==> src/rtl/lsu_pkg.sv <==
// Shared encodings and the per-request tag type of the load/store unit.
// Assumes RV32: 32-bit data, four byte lanes, 5-bit register index.
package lsu_pkg;
    localparam int unsigned XLEN  = 32;
    localparam int unsigned LANES = XLEN / 8;
    localparam int unsigned RD_W  = 5;

    localparam logic [2:0] F3_B  = 3'b000;
    localparam logic [2:0] F3_H  = 3'b001;
    localparam logic [2:0] F3_W  = 3'b010;
    localparam logic [2:0] F3_BU = 3'b100;
    localparam logic [2:0] F3_HU = 3'b101;

    typedef struct packed {
        logic            st;
        logic [2:0]      f3;
        logic [1:0]      off;
        logic [RD_W-1:0] rd;
    } lsu_tag_t;
endpackage

==> src/rtl/lsu_store_fmt.sv <==
// Store lane steering: builds byte strobes and replicated write data.
// Assumes halfword offsets are even; the offset's low bit is ignored for halfwords.
module lsu_store_fmt
    import lsu_pkg::*;
(
    input  logic [2:0]       f3,
    input  logic [1:0]       off,
    input  logic [XLEN-1:0]  data,
    output logic [LANES-1:0] strb,
    output logic [XLEN-1:0]  wdat
);
    // Select strobe pattern and lane replication from the width code.
    always_comb begin
        case (f3)
            F3_B: begin
                strb = LANES'(1) << off;
                wdat = {LANES{data[7:0]}};
            end
            F3_H: begin
                strb = LANES'(3) << {off[1], 1'b0};
                wdat = {(LANES/2){data[15:0]}};
            end
            default: begin
                strb = '1;
                wdat = data;
            end
        endcase
    end
endmodule

==> src/rtl/lsu_load_fmt.sv <==
// Load alignment: cuts the addressed byte/halfword out of a read word and
// sign- or zero-extends it. Assumes little-endian lanes and aligned halfwords.
module lsu_load_fmt
    import lsu_pkg::*;
(
    input  logic [2:0]      f3,
    input  logic [1:0]      off,
    input  logic [XLEN-1:0] rdata,
    output logic [XLEN-1:0] res
);
    logic [XLEN-1:0] shifted;

    // Bring the addressed lane down to bit 0.
    assign shifted = rdata >> {off, 3'b000};

    // Extend according to the width code.
    always_comb begin
        case (f3)
            F3_B:    res = {{(XLEN-8){shifted[7]}}, shifted[7:0]};
            F3_BU:   res = {{(XLEN-8){1'b0}}, shifted[7:0]};
            F3_H:    res = {{(XLEN-16){shifted[15]}}, shifted[15:0]};
            F3_HU:   res = {{(XLEN-16){1'b0}}, shifted[15:0]};
            default: res = rdata;
        endcase
    end
endmodule

==> src/rtl/lsu_tag_fifo.sv <==
// Small synchronous FIFO holding one tag per outstanding request.
// Assumes the user never pushes when full nor pops when empty.
module lsu_tag_fifo #(
    parameter int unsigned W     = 11,
    parameter int unsigned DEPTH = 4
) (
    input  logic         clk,
    input  logic         rst_n,
    input  logic         push,
    input  logic [W-1:0] din,
    input  logic         pop,
    output logic [W-1:0] dout,
    output logic         full
);
    localparam int unsigned AW = (DEPTH > 1) ? $clog2(DEPTH) : 1;
    localparam int unsigned CW = $clog2(DEPTH + 1);

    logic [W-1:0]  store_q [DEPTH];
    logic [AW-1:0] wptr_q, rptr_q;
    logic [CW-1:0] cnt_q;

    // Write the incoming tag at the write pointer.
    always_ff @(posedge clk) begin
        if (push) store_q[wptr_q] <= din;
    end

    // Advance pointers with wrap and track occupancy.
    always_ff @(posedge clk) begin
        if (!rst_n) begin
            wptr_q <= '0;
            rptr_q <= '0;
            cnt_q  <= '0;
        end else begin
            if (push) wptr_q <= (wptr_q == AW'(DEPTH-1)) ? '0 : wptr_q + 1'b1;
            if (pop)  rptr_q <= (rptr_q == AW'(DEPTH-1)) ? '0 : rptr_q + 1'b1;
            case ({push, pop})
                2'b10:   cnt_q <= cnt_q + 1'b1;
                2'b01:   cnt_q <= cnt_q - 1'b1;
                default: cnt_q <= cnt_q;
            endcase
        end
    end

    assign dout = store_q[rptr_q];
    assign full = (cnt_q == CW'(DEPTH));
endmodule

==> src/rtl/lsu_top.sv <==
// RV32 load/store unit. Accepts one request per cycle when not busy, registers it
// onto a pipelined bus (held while stalled), queues a tag per request and turns each
// in-order acknowledge into a registered completion. Assumes in-order memory responses.
module lsu_top
    import lsu_pkg::*;
#(
    parameter int unsigned DISP_W  = 12,
    parameter int unsigned MAX_OUT = 4
) (
    input  logic              clk,
    input  logic              rst_n,
    input  logic              en_i,
    input  logic              store_i,
    input  logic [2:0]        funct3_i,
    input  logic [XLEN-1:0]   base_i,
    input  logic [XLEN-1:0]   sdata_i,
    input  logic [DISP_W-1:0] disp_i,
    input  logic [RD_W-1:0]   rd_i,
    output logic              busy_o,
    output logic              valid_o,
    output logic              we_o,
    output logic [RD_W-1:0]   rd_o,
    output logic [XLEN-1:0]   result_o,
    output logic              bus_en_o,
    output logic [LANES-1:0]  bus_we_o,
    output logic [XLEN-1:0]   bus_adr_o,
    output logic [XLEN-1:0]   bus_wdat_o,
    input  logic [XLEN-1:0]   bus_rdat_i,
    input  logic              bus_stall_i,
    input  logic              bus_ack_i
);
    localparam int unsigned TAG_W = $bits(lsu_tag_t);

    logic [XLEN-1:0]  eff_adr;
    logic [LANES-1:0] st_strb;
    logic [XLEN-1:0]  st_wdat;
    logic [XLEN-1:0]  ld_res;
    logic             accept;
    logic             tags_full;
    lsu_tag_t         new_tag, head_tag;
    logic [TAG_W-1:0] head_raw;

    // Effective address from base and sign-extended displacement.
    assign eff_adr = base_i + {{(XLEN-DISP_W){disp_i[DISP_W-1]}}, disp_i};

    lsu_store_fmt u_sfmt (
        .f3   (funct3_i),
        .off  (eff_adr[1:0]),
        .data (sdata_i),
        .strb (st_strb),
        .wdat (st_wdat)
    );

    // Flow control: hold off while the bus request is stuck or the tag queue is full.
    assign busy_o = (bus_en_o & bus_stall_i) | tags_full;
    assign accept = en_i & ~busy_o;

    assign new_tag = '{st: store_i, f3: funct3_i, off: eff_adr[1:0], rd: rd_i};

    lsu_tag_fifo #(.W(TAG_W), .DEPTH(MAX_OUT)) u_tags (
        .clk   (clk),
        .rst_n (rst_n),
        .push  (accept),
        .din   (new_tag),
        .pop   (bus_ack_i),
        .dout  (head_raw),
        .full  (tags_full)
    );
    assign head_tag = lsu_tag_t'(head_raw);

    // Bus request register: load on accept, hold while stalled, drop when taken.
    always_ff @(posedge clk) begin
        if (!rst_n) begin
            bus_en_o   <= 1'b0;
            bus_we_o   <= '0;
            bus_adr_o  <= '0;
            bus_wdat_o <= '0;
        end else if (accept) begin
            bus_en_o   <= 1'b1;
            bus_we_o   <= store_i ? st_strb : '0;
            bus_adr_o  <= {eff_adr[XLEN-1:2], 2'b00};
            bus_wdat_o <= st_wdat;
        end else if (bus_en_o && !bus_stall_i) begin
            bus_en_o   <= 1'b0;
        end
    end

    lsu_load_fmt u_lfmt (
        .f3    (head_tag.f3),
        .off   (head_tag.off),
        .rdata (bus_rdat_i),
        .res   (ld_res)
    );

    // Completion register: one result per acknowledge, tagged from the queue head.
    always_ff @(posedge clk) begin
        if (!rst_n) begin
            valid_o  <= 1'b0;
            we_o     <= 1'b0;
            rd_o     <= '0;
            result_o <= '0;
        end else begin
            valid_o <= bus_ack_i;
            we_o    <= bus_ack_i & ~head_tag.st;
            if (bus_ack_i) begin
                rd_o     <= head_tag.rd;
                result_o <= head_tag.st ? '0 : ld_res;
            end
        end
    end
endmodule

==> config.mk <==
export PLATFORM = sky130hd
export DESIGN_NAME = lsu_top
export DESIGN_NICKNAME = d
export VERILOG_FILES = /design/src/rtl/lsu_pkg.sv /design/src/rtl/lsu_store_fmt.sv /design/src/rtl/lsu_load_fmt.sv /design/src/rtl/lsu_tag_fifo.sv /design/src/rtl/lsu_top.sv
export SDC_FILE = /design/constraint.sdc
export NUM_CORES = 1
export LEC_CHECK = 0
export BUFFER_PORTS_ARGS = -buffer_cell sky130_fd_sc_hd__buf_2
export CELL_PAD_IN_SITES_DETAIL_PLACEMENT = 0
export CELL_PAD_IN_SITES_GLOBAL_PLACEMENT = 1
export CORE_MARGIN = 8
export CORE_UTILIZATION = 40
export CTS_CLUSTER_DIAMETER = 150
export DETAILED_ROUTE_END_ITERATION = 8
export PLACE_DENSITY_LB_ADDON = 0.1
export SETUP_SLACK_MARGIN = 0.05
export SLEW_MARGIN = 20
export SYNTH_ARGS = -nofsm -noshare
export SYNTH_HDL_FRONTEND = slang
export SYNTH_HIERARCHICAL = 1
export SYNTH_SLANG_ARGS = --single-unit
==> constraint.sdc <==
create_clock -name clk -period 3.3 [get_ports clk]
set_input_delay 0.495 -clock clk [delete_from_list [all_inputs] [get_ports clk]]
set_output_delay 0.495 -clock clk [all_outputs]
set_load 0.05 [all_outputs]
# Yosys cells after proc, flatten, opt, wreduce, memory -nomap -nowiden
# Memories as Yosys holds them, arrays and structs flattened. A register that Yosys moved wholly into a read port is not among the register bits.
# Cells that the tools add are included.
# W data, S select, Z words.
[word_totals]
in_bits = 122
latch_bits = 0
memories = 1
register_bits = 113
ram_bits = 44
wordCells = 55
rom_bits = 0
[memory_table]
columns = ["name", "words", "width", "rd", "rd_ports_with_merged_regs", "write_ports", "line", "rtl"]
rows = [
  ["u_tags.store_q", 4, 11, 1, 1, 1, "lsu_tag_fifo.sv:18", "logic [W-1:0] store_q [DEPTH];"],
]
[classes]
addsub = 5
shifts = 3
n_reduce_logical = 6
n_mul = 0
div = 0
n_lt_le_gt_ge = 0
bitwise_logic = 6
muxes = 14
eq_ne = 9
[ops]
columns = ["op", "count"]
rows = [
  ["$pmux W32 S4", 1],
  ["$pmux W32 S2", 1],
  ["$add A32 B32 Y32", 1],
  ["$mux W32", 1],
  ["$shr A32 B5 Y16", 1],
  ["$eq A3 B3 Y1 const B", 3],
  ["$mux W2", 4],
  ["$pmux W4 S2", 1],
  ["$eq A2 B2 Y1 const B", 3],
  ["$eq A3 B1 Y1 const B", 2],
  ["$logic_not A3 Y1", 2],
  ["$pmux W3 S2", 1],
  ["$add A2 B1 Y2 const B", 2],
  ["$mux W1", 4],
  ["$mux W4", 1],
  ["$reduce_bool A2 Y1", 2],
  ["$shl A1 B2 Y4 const A", 1],
  ["$shl A2 B2 Y4 const A", 1],
  ["$add A3 B1 Y3 const B", 1],
  ["$and A1 B1 Y1", 3],
  ["$sub A3 B1 Y3 const B", 1],
  ["$eq A2 B1 Y1 const B", 1],
  ["$not A1 Y1", 2],
  ["$logic_and A1 B1 Y1", 1],
  ["2 further kinds", 2],
]

# Logic depth before layout (Yosys ltp)
# Gate-level depths: netlist of the first run.
[depth]
word_depth = 6
depth_mapped = 11
depth_no_buf = 10

# Hierarchy
# Netlist of the first run, hierarchy kept.
[modules_own_cells]
columns = ["mod", "instances", "area_per_inst_um2", "seq_area_each_um2", "cells_per_inst"]
rows = [
  ["lsu_top", 1, 5378.9, 2122.0, 631],
  ["lsu_tag_fifo", 1, 2039.5, 1501.4, 99],
  ["lsu_load_fmt", 1, 715.7, 0.0, 111],
  ["lsu_store_fmt", 1, 514.2, 0.0, 63],
]

# Worst setup path before layout of the first run
# No wires, ideal clock.
[synth_path]
path_type = "register -> register"
from = "reg bus_en_o"
to = "reg u_tags.cnt_q[2]"
required_time_ns = 3.224
setup_time_ns = 0.076
path_slack_ns = 0.591
t_arrival_ns = 2.633
stages_incl_launch_ff = 11
path_cell_list = "dfxtp_1 -> a21oi_1 -> nand2_1 -> inv_2 -> clkbuf_1 -> inv_1 -> ha_1 -> fa_1 -> xnor2_1 -> or3_1 -> a21boi_0"
[synth_between]
elab_chain_cells = 6
[synth_rtl]
columns = ["element", "line", "rtl"]
rows = [
  ["from (decl)", "lsu_top.sv:24", "output logic bus_en_o,"],
  ["from (signal assigned)", "lsu_top.sv:74", "bus_en_o <= 1'b0;"],
  ["from (signal assigned)", "lsu_top.sv:79", "bus_en_o <= 1'b1;"],
  ["from (signal assigned)", "lsu_top.sv:84", "bus_en_o <= 1'b0;"],
  ["$and A1 B1 Y1 *", "lsu_top.sv:55", "assign busy_o = (bus_en_o & bus_stall_i) | tags_full;"],
  ["$or A1 B1 Y1 *", "lsu_top.sv:55", ""],
  ["$not A1 Y1 *", "lsu_top.sv:56", "assign accept = en_i & ~busy_o;"],
  ["$and A1 B1 Y1 *", "lsu_top.sv:56", ""],
  ["net accept", "lsu_top.sv:38", "logic accept;"],
  ["$eq A2 B1 Y1 / $eq A2 B2 Y1 (equally long branches)", "lsu_tag_fifo.sv:36", "case ({push, pop})"],
  ["$pmux W3 S2 / $reduce_bool A2 Y1 (equally long branches)", "n/a", ""],
  ["to (signal assigned)", "lsu_tag_fifo.sv:37", "2'b10: cnt_q <= cnt_q + 1'b1;"],
  ["to (signal assigned)", "lsu_tag_fifo.sv:38", "2'b01: cnt_q <= cnt_q - 1'b1;"],
  ["to (signal assigned)", "lsu_tag_fifo.sv:39", "default: cnt_q <= cnt_q;"],
  ["to (decl)", "lsu_tag_fifo.sv:20", "logic [CW-1:0] cnt_q;"],
]
# Mark *: on every way through the listed nets, which the timed path passes. The rest lies on a longest branch.
# A chain may end at the register's enable or synchronous reset.

==> results of run 1 <==
==> state kept, by name (all words and copies together), names as in the netlist, named ones only <==
signal / count
bus_adr_o: 30
u_tags/cnt_q: 3
we_o: 1
u_tags/rptr_q: 2
bus_wdat_o: 32
bus_en_o: 1
rd_o: 5
u_tags/store_q: 44
bus_we_o: 4
result_o: 32
valid_o: 1
u_tags/wptr_q: 2
==> Yosys cell counts, types with 18 or more instances <==
library cell and instances:
a21boi_0 38, a21oi_1 39, a22o_1 35, clkbuf_1 38, dfxtp_1 115, edfxtp_1 44
ha_1 37, mux2_2 20, mux2i_1 22, nand2_1 152, nand3_1 18, nor2_1 25
o21ai_0 63
==> through the flow <==
| stage | area, um2 | std cells | hold WS, ps |
|---|---|---|---|
| floorplan | 8652 | 905 | 459.8 |
| global placement | 9892 | 1361 | 437.8 |
| detailed placement | 9892 | 1361 | 439.7 |
| CTS | 10530 | 1393 | 257.0 |
| global route | 10530 | 1393 | 263.4 |
| finish | 10530 | 1393 | 279.1 |
==> area by class of cell <==
cell class | instances | area [um2]
clock buffer | 17 | 425.4
tap | 280 | 350.3
sequential | 159 | 3623
clock inverter | 15 | 211.5
multi-input combinational | 665 | 4619
timing repair buffer | 241 | 1239
inverter | 16 | 60.06
fill | 2123 | 11020
==> cells by family (layout without fill, tap and decap cells) <==
family	Yosys count	count (layout)
simple gates	280	280
fa+ha+maj	39	39
flops	159	159
compound gates	267	267
buf+inv	81	289
mux	56	56
xor+xnor	21	21
other cells	1	2
==> layer usage <==
layer	GRT usage	vias to the layer above	share of wire
met5	0	-	0
met4	0.05379	0	0.012
met3	0.03856	18	0.054
met2	0.3346	184	0.49
met1	0.2359	3430	0.44
li1	-	3701	-
==> report_power, final <==
group / leakage, nW / internal (mW) / switching [mW]
clock: 0.306 / 1.06 / 1.03
sequential: 1.35 / 2.20 / 0.0950
combinational: 2.93 / 0.574 / 1.27
total: 4.58 / 3.83 / 2.40
==> worst max-delay path by stage <==
stage	endpoint	slack, ps	cells past startpoint
after global placement	bus_adr_o[31]$_SDFFE_PN0P_	260	9
after detailed placement	bus_adr_o[31]$_SDFFE_PN0P_	240	9
final	result_o[23]$_SDFFE_PN0P_	610	5
after floorplan	u_tags/cnt_q[2]$_SDFFE_PN0P_	590	10
after global routing	u_tags/cnt_q[2]$_SDFFE_PN0P_	440	10
after CTS	result_o[27]$_SDFFE_PN0P_	590	5
==> critical path, stage by stage (launching register included) <==
cell,delay (ps)
dfxtp_1,490
mux4_2,740
mux4_2,580
o211ai_4,400
o21ai_0,170
a22o_1,210
==> flow_summary_export.csv, run 1 <==
group,metric,value,unit
placed_design,hpwl,19420,um
synth,synthAdderAreaFrac,0.05816,
power_and_ir_drop,ir_worst_vdd,0.3249,mV
cts,cts_resized,0,
synth,synth_xor_area_frac,0.02127,
timing,fin_skew,14.42,ps
synth,synth_top_family_by_area,"compound AO/OA/AOI/OAI gates",
timing,tightest_slew,671.2,ps
timing,rsz0062_at_grt,"no",
die,coreArea,0.02155,mm2
cts,clk_path_buf_depth,2,
placed_design,port-buffer-count,228,
global_route,grt_pass1_vias,7382,
timing,slew_violations,0,
timing,fin_crit,2687,ps
synth,synthArstFlopShare,0,
global_route,grt_first_pass_wirelength,40540,um
die,die_area,0.02658,mm2
synth,ys.warnings.count,6,
timing,setup_violations,0,
route,via_count,7333,
worst_setup_path,required,3630,ps
hold_path,hold_path_depth,1,
die,io_pins,231,
cts,cts_sinks,159,
synth,syn_area_per_cell,9.567,um2
route,drc,0,
die,die_width,163.0,um
synth,yosys.area_share.simple,0.1536,
worst_setup_path,r2r_end,"result_o[23]$_SDFFE_PN0P_",
global_route,grt_max_degree,62,
power_and_ir_drop,finalPower,6.229,mW
synth,synth_cells,904,
synth,seq_area_frac_synth,0.4190,
synth,ys_ff_latch,159,
cts,cts_buffers,17,
synth,yosys-top-cells-area,"dfxtp_1 27%, edfxtp_1 15%, nand2_1 6.6%",
synth,ys.flop_type,"dfxtp_1",
cells_and_area,area_growth,21.74,%
run,drv_cap,0,
power_and_ir_drop,power_density,591.7,mW/mm2
timing,fin_ws,613.2,ps
worst_setup_path,path_max_fanout,16,
worst_setup_path,endpoint_kind,"flip-flop",
cts,cts_root_buf,"clkbuf_16",
synth,synth_compound_area_frac,0.2127,
die,initial_core_util,0.4013,
route,wl_per_cell,18.53,um
synth,yosysTopAreaCell,"dfxtp_1",
cells_and_area,layout_commonest_cell,"buf_2",
outcome,status,"finished clean",
power_and_ir_drop,cellLeakagePower,4.585,nW
worst_setup_path,path_class,"reg -> reg",
synth,yosysTopAreaCellShare,0.2662,
worst_setup_path,critPathLaunchType,"flip-flop",
cells_and_area,nets,1261,
die,num_rows,54,
cts,post_cts_buffers,0,
route,wl,25820,um
cells_and_area,final_core_util,0.4885,
hold_path,min_from,"rd_i[3]",
cells_and_area,final_cell_mix,"228 x buf_2, 151 x nand2_1, 115 x dfxtp_1",
synth,synth_edf_count,44,
global_route,track_usage,0.1919,
synth,muxShareOfSynthArea,0.08666,
timing,post-route-period-util,0.8142,
cts,cts_tree,"yes",
route,viasPerCell,5.264,
worst_setup_path,cp.arrival,3020,ps
placed_design,globalplace.congestion,0.8667,
die,die_height,163.0,um
hold_path,hold-path-endpoint,"u_tags/store_q[0][3]$_DFFE_PP_",
timing,max_freq,372.2,MHz
route,drtPass1Iterations,6,
global_route,antenna_found_initial,0,
worst_setup_path,worst_r2r_path_depth,5,
hold_path,hold_path_class,"in -> reg",
timing,finalSetupTns,0,ps
synth,ys_types,75,
cts,ctsHtreeMaxLevel,4,
cts,clk_pin_slew,80,ps
route,ant_nets,0,
worst_setup_path,reg2reg_slack,610,ps
cts,clk-insertion-delay-late,440,ps
route,drt_first_iter_violations,325,
timing,finalHoldViolCount,0,
cells_and_area,diodes,0,
placed_design,place_ws,244.2,ps
synth,synthesis.area,0.008648,mm2
cts,cts_hold_buffers,0,
cells_and_area,drive_gt1_frac,0.2893,
global_route,overflow,0,
timing,max_slew_margin,0.5525,
Power figures use the tool's default switching activity.
==> inputs of run 2 (changes only) <==
ABC_AREA = 1   (was default)
CORE_UTILIZATION = 38   (was 40)
clock period = 2.6 ns   (was 3.3 ns; I/O delays follow)
==> flow_summary_export.csv, run 2 <==
group,metric,value,unit
outcome,status,"finished clean",
die,die_width,175.1,um
worst_setup_path,crit_chain,"buf_4 -> o21ai_1 -> o22ai_1 -> nand2_2 -> nor2_1 -> o21ai_0 -> nand3_1 -> nand2_1 -> o21ai_0",
die,coreArea,0.02504,mm2
timing,fin_skew,18.51,ps
cts,clk_pin_slew,80,ps
synth,yosysMostFrequentCell,"nand2_1",
global_route,track_usage,0.1988,
cells_and_area,drive_gt1_frac,0.2042,
cts,clk-insertion-delay-late,430,ps
timing,fin_ws,362.8,ps
global_route,overflow,0,
route,drtPass1Iterations,5,
cts,cts_hold_buffers,0,
synth,synth_cells,1425,
die,initial_core_util,0.3842,
cells_and_area,area_growth,20.71,%
cells_and_area,diodes,0,
die,num_rows,58,
synth,synth_edf_count,44,
placed_design,postPlaceCellArea,0.01102,mm2
placed_design,hpwl,23730,um
synth,ys.flop_type,"dfxtp_1",
placed_design,place_ws,231.9,ps
cts,clk_path_buf_depth,2,
cts,cts_buffers,17,
synth,ys_types,37,
route,wl,30680,um
timing,finalHoldViolCount,0,
route,drt_first_iter_violations,498,
worst_setup_path,path_max_fanout,16,
synth,yosysTopAreaCell,"dfxtp_1",
cells_and_area,nets,1798,
synth,ys.warnings.count,6,
power_and_ir_drop,finalPower,7.865,mW
cells_and_area,max_flop_register,"u_tags/store_q",
route,via_count,9355,
cts,cts_resized,0,
route,ant_nets,0,
global_route,grt_pass1_vias,9402,
cts,cts_sinks,159,
worst_setup_path,endpoint_kind,"flip-flop",
worst_setup_path,cp_slowest_cell,"dfxtp_1",
die,die_area,0.03066,mm2
route,viasPerCell,4.725,
timing,setup_violations,0,
synth,ys_ff_latch,159,
route,drc,0,
placed_design,port-buffer-count,228,
hold_path,hold_path_class,"in -> reg",
timing,max_slew_margin,0.6034,
worst_setup_path,path_class,"reg -> reg",
worst_setup_path,cp.arrival,2590,ps
timing,rsz0062_at_grt,"no",
cts,cts_root_buf,"clkbuf_16",
placed_design,globalplace.congestion,0.8702,
power_and_ir_drop,power_density,677.4,mW/mm2
timing,slew_violations,0,
synth,synthesis.area,0.009618,mm2
synth,seq_area_frac_synth,0.3767,
worst_setup_path,crit_family,"simple AND/OR/NAND/NOR gates",
cts,post_cts_buffers,0,
run,drv_cap,0,
global_route,antenna_found_initial,0,
synth,synthArstFlopShare,0,
timing,finalSetupTns,0,ps
power_and_ir_drop,ir_worst_vdd,0.3635,mV
cts,cts_tree,"yes",
timing,post-route-period-util,0.8604,
cts,ctsHtreeMaxLevel,4,
die,io_pins,231,
cells_and_area,largest_register_ff_count,44,
worst_setup_path,path_buf_inv,1,
cells_and_area,top_regs,"u_tags/store_q x44, bus_wdat_o x32, result_o x32",
global_route,grt_first_pass_wirelength,49050,um
cells_and_area,layout_commonest_cell,"nand2_1",
timing,fin_crit,2237,ps
cells_and_area,final_cell_mix,"484 x nand2_1, 228 x buf_2, 211 x inv_1",
synth,yosysTopAreaCellShare,0.2394,
global_route,grt_max_degree,51,
timing,tightest_slew,594.3,ps
worst_setup_path,max_stage_delay,470,ps
worst_setup_path,required,2950,ps
synth,yosys-top-cells-area,"dfxtp_1 24%, nand2_1 19%, edfxtp_1 14%",
synth,synth_common_cells,"484 x nand2_1, 212 x inv_1, 115 x dfxtp_1",
worst_setup_path,critPathLaunchType,"flip-flop",
worst_setup_path,path_common_cell,"o21ai_0",
route,wl_per_cell,15.50,um
synth,syn_area_per_cell,6.749,um2
die,die_height,175.1,um
cells_and_area,fin_area,0.01161,mm2
power_and_ir_drop,cellLeakagePower,6.168,nW
timing,max_freq,447.0,MHz
timing,hold_slack,180.3,ps
run 2: cell types whose count changed after synthesis, sizes merged, moves of 22 or more:
cell | before | now
a21boi | 38 | 0
a21oi | 40 | 62
a22o | 35 | 0
inv | 16 | 222
mux2 | 22 | 0
mux2i | 22 | 0
nand2 | 152 | 498
nand3 | 18 | 118
nor2 | 25 | 92
o21ai | 80 | 102
run 2: cells by family after synthesis:
logic type               share of synthesized area
other                                    0.0003899
flip-flops                                  0.3767
buffers and inverters                       0.1240
XOR/XNOR                                   0.01457
adder cells (fa/ha/maj)                    0.05230
AND/OR/NAND/NOR                             0.3142
AO/OA/AOI/OAI                               0.1179
run 2: final timing paths:
| check | slack (ps) | start | cells past startpoint | end |
|---|---|---|---|---|
| worst min-delay path | 180 | rd_i[3] | 1 | u_tags/store_q[0][3]$_DFFE_PP_ |
| worst max register to register | 360 | flip-flop | 9 | result_o[8]$_SDFFE_PN0P_ |
| worst min register to register | 460 | result_o[10]$_SDFFE_PN0P_ | 2 | result_o[10]$_SDFFE_PN0P_ |
| worst max-delay path | 360 | flip-flop | 9 | result_o[8]$_SDFFE_PN0P_ |
run 2: routing by layer:
metal	global-route usage	routed length [um]	up-vias	part of all wire
li1	-	-	4886	-
met1	0.2354	13260	4216	0.43
met2	0.3501	15070	215	0.49
met3	0.04338	1592	38	0.052
met4	0.06641	759	0	0.025
met5	0	0	-	0
run 2: layout make-up:
type                            count  area (um2)
Fill cell                        2723       13430
Clock inverter                     15       163.9
Clock buffer                       17       425.4
Sequential cell                   159        3623
Timing Repair Buffer              253        1329
Tap cell                          330       412.9
Inverter                          222       835.8
Multi-Input combinational cell    984        4820
run 2: where the power goes:
group	switching (mW)	leakage, nW	total [mW]	internal, mW
combinational	1.75	4.54	2.46	0.711
clock	1.22	0.282	2.51	1.29
sequential	0.118	1.35	2.89	2.78
run 2: metrics by stage:
stage	util	instances
floorplan	-	1426
CTS	0.4637	1980
global placement	0.4402	1948
global route	0.4637	1980
detailed placement	0.4402	1948
finish	0.4637	1980
==> inputs of run 3 (changes only) <==
REMOVE_ABC_BUFFERS = 1   (was default)
==> flow_summary_export.csv, run 3 (synthesis gave the netlist of run 2 again) <==
group,metric,value,unit
outcome,status,"finished clean",
worst_setup_path,cp.arrival,2620,ps
route,ant_nets,0,
die,initial_core_util,0.3842,
timing,fin_crit,2267,ps
timing,finalSetupTns,0,ps
route,drtPass1Iterations,5,
route,drc,0,
cts,cts_buffers,17,
cts,clk_pin_slew,80,ps
route,via_count,9254,
worst_setup_path,endpoint_kind,"flip-flop",
worst_setup_path,max_stage_delay,500,ps
placed_design,port-buffer-count,228,
timing,rsz0062_at_grt,"no",
cells_and_area,final_cell_count_no_fill,1981,
cts,cts_hold_buffers,0,
timing,slew_violations,0,
die,die_width,175.1,um
power_and_ir_drop,ir_worst_vdd,0.5193,mV
cts,ctsHtreeMaxLevel,4,
worst_setup_path,crit_family,"simple AND/OR/NAND/NOR gates",
cts,post_cts_buffers,0,
die,coreArea,0.02504,mm2
timing,finalHoldViolCount,0,
timing,setup_violations,0,
cts,cts_root_buf,"clkbuf_16",
hold_path,hold_path_depth,1,
global_route,overflow,0,
cts,cts_resized,0,
global_route,track_usage,0.1862,
worst_setup_path,crit_chain,"inv_2 -> nor2_1 -> o22ai_1 -> inv_1 -> nor2_1 -> o21ai_0 -> nand3_1 -> nand2_1 -> o21ai_0",
timing,post-route-period-util,0.8719,
die,die_height,175.1,um
hold_path,hold_path_class,"in -> reg",
worst_setup_path,worst_r2r_path_depth,9,
global_route,grt_pass1_vias,9036,
cells_and_area,top_regs,"u_tags/store_q x44, bus_wdat_o x32, result_o x32",
cts,cts_sinks,159,
route,viasPerCell,4.671,
timing,hold_slack,172.8,ps
worst_setup_path,cp_slowest_cell,"nor2_1",
cells_and_area,largest_register_ff_count,44,
timing,max_slew_margin,0.5810,
worst_setup_path,reg2reg_slack,330,ps
route,drt_first_iter_violations,440,
cells_and_area,area_growth,20.64,%
worst_setup_path,path_max_fanout,17,
die,io_pins,231,
timing,tightest_slew,628.5,ps
die,die_area,0.03066,mm2
cells_and_area,fillers,2697,
power_and_ir_drop,cellLeakagePower,6.164,nW
cts,clk_path_buf_depth,2,
cells_and_area,drive_gt1_frac,0.2032,
timing,fin_skew,24.29,ps
hold_path,min_from,"rd_i[4]",
placed_design,globalplace.congestion,0.8132,
cells_and_area,layout_commonest_cell,"nand2_1",
worst_setup_path,required,2950,ps
route,wl_per_cell,14.43,um
placed_design,hpwl,21800,um
worst_setup_path,r2r_end,"result_o[15]$_SDFFE_PN0P_",
cells_and_area,nets,1797,
global_route,grt_first_pass_wirelength,46580,um
worst_setup_path,path_class,"reg -> reg",
placed_design,dpl.cell_count,1947,
die,num_rows,58,
power_and_ir_drop,finalPower,7.777,mW
cells_and_area,max_flop_register,"u_tags/store_q",
global_route,antenna_found_initial,3,
timing,max_freq,441.1,MHz
hold_path,hold-path-endpoint,"u_tags/store_q[2][4]$_DFFE_PP_",
worst_setup_path,path_buf_inv,2,
cts,clk-insertion-delay-late,440,ps
cts,cts_tree,"yes",
global_route,grt_max_degree,58,
cells_and_area,final_cell_mix,"484 x nand2_1, 228 x buf_2, 211 x inv_1",
power_and_ir_drop,power_density,670.3,mW/mm2
run,drv_cap,0,
worst_setup_path,critPathLaunchType,"flip-flop",
route,wl,28590,um
[run 3: final cells by class]
cell class / count / area, um2 / area share
flip-flops and latches: 159 / 3623 / 0.3123
clock inverters: 15 / 160.2 / 0.01380
well taps: 330 / 412.9 / 0.03558
inverters: 222 / 835.8 / 0.07203
clock buffers: 17 / 425.4 / 0.03666
diodes: 2 / 5.005 / 0.0004313
repair buffers: 252 / 1321 / 0.1139
multi-input cells: 984 / 4820 / 0.4154
[run 3: layer usage]
metal,track usage,wire (um),up-vias
met3,0.04360,1558,28
met4,0.04804,401,4
met1,0.2223,12620,4127
met5,0,22,-
li1,-,-,4890
met2,0.3296,13980,205
[run 3: worst max path at each step]
| stage | from | end | slack [ps] | cells past startpoint |
|---|---|---|---|---|
| floorplan | bus_en_o$_SDFFE_PN0P_ | u_tags/cnt_q[2]$_SDFFE_PN0P_ | -1720 | 11 |
| global placement | flip-flop | result_o[15]$_SDFFE_PN0P_ | 360 | 9 |
| detailed placement | base_i[0] | bus_adr_o[28]$_SDFFE_PN0P_ | 330 | 11 |
| CTS | flip-flop | result_o[13]$_SDFFE_PN0P_ | 360 | 9 |
| global route | flip-flop | result_o[8]$_SDFFE_PN0P_ | 90 | 9 |
| finish | flip-flop | result_o[15]$_SDFFE_PN0P_ | 330 | 9 |
[run 3: worst register-to-register path, delay by kind of cell, from the launching register on]
kind | cells | cell delay [ps]
compound gates | 3 | 700
buf+inv | 2 | 370
flops | 1 | 380
simple gates | 4 | 740
[run 3: metrics by stage]
stage          area (um2)  utilization  worst slack (ps)
2_1_floorplan        9265            -             -1723
3_3_place_gp        11010       0.4399             357.7
3_5_place_dp        11010       0.4399             328.8
4_1_cts             11600       0.4633             361.8
5_1_grt             11600       0.4634             94.90
6_report            11600       0.4635             333.1
[run 3: report_power, final]
part	internal, mW	leakage (nW)	switching, mW	total, mW
logic	0.705	4.53	1.71	2.41
clock network	1.29	0.284	1.20	2.49
registers	2.78	1.35	0.104	2.88
total	4.77	6.16	3.01	7.78
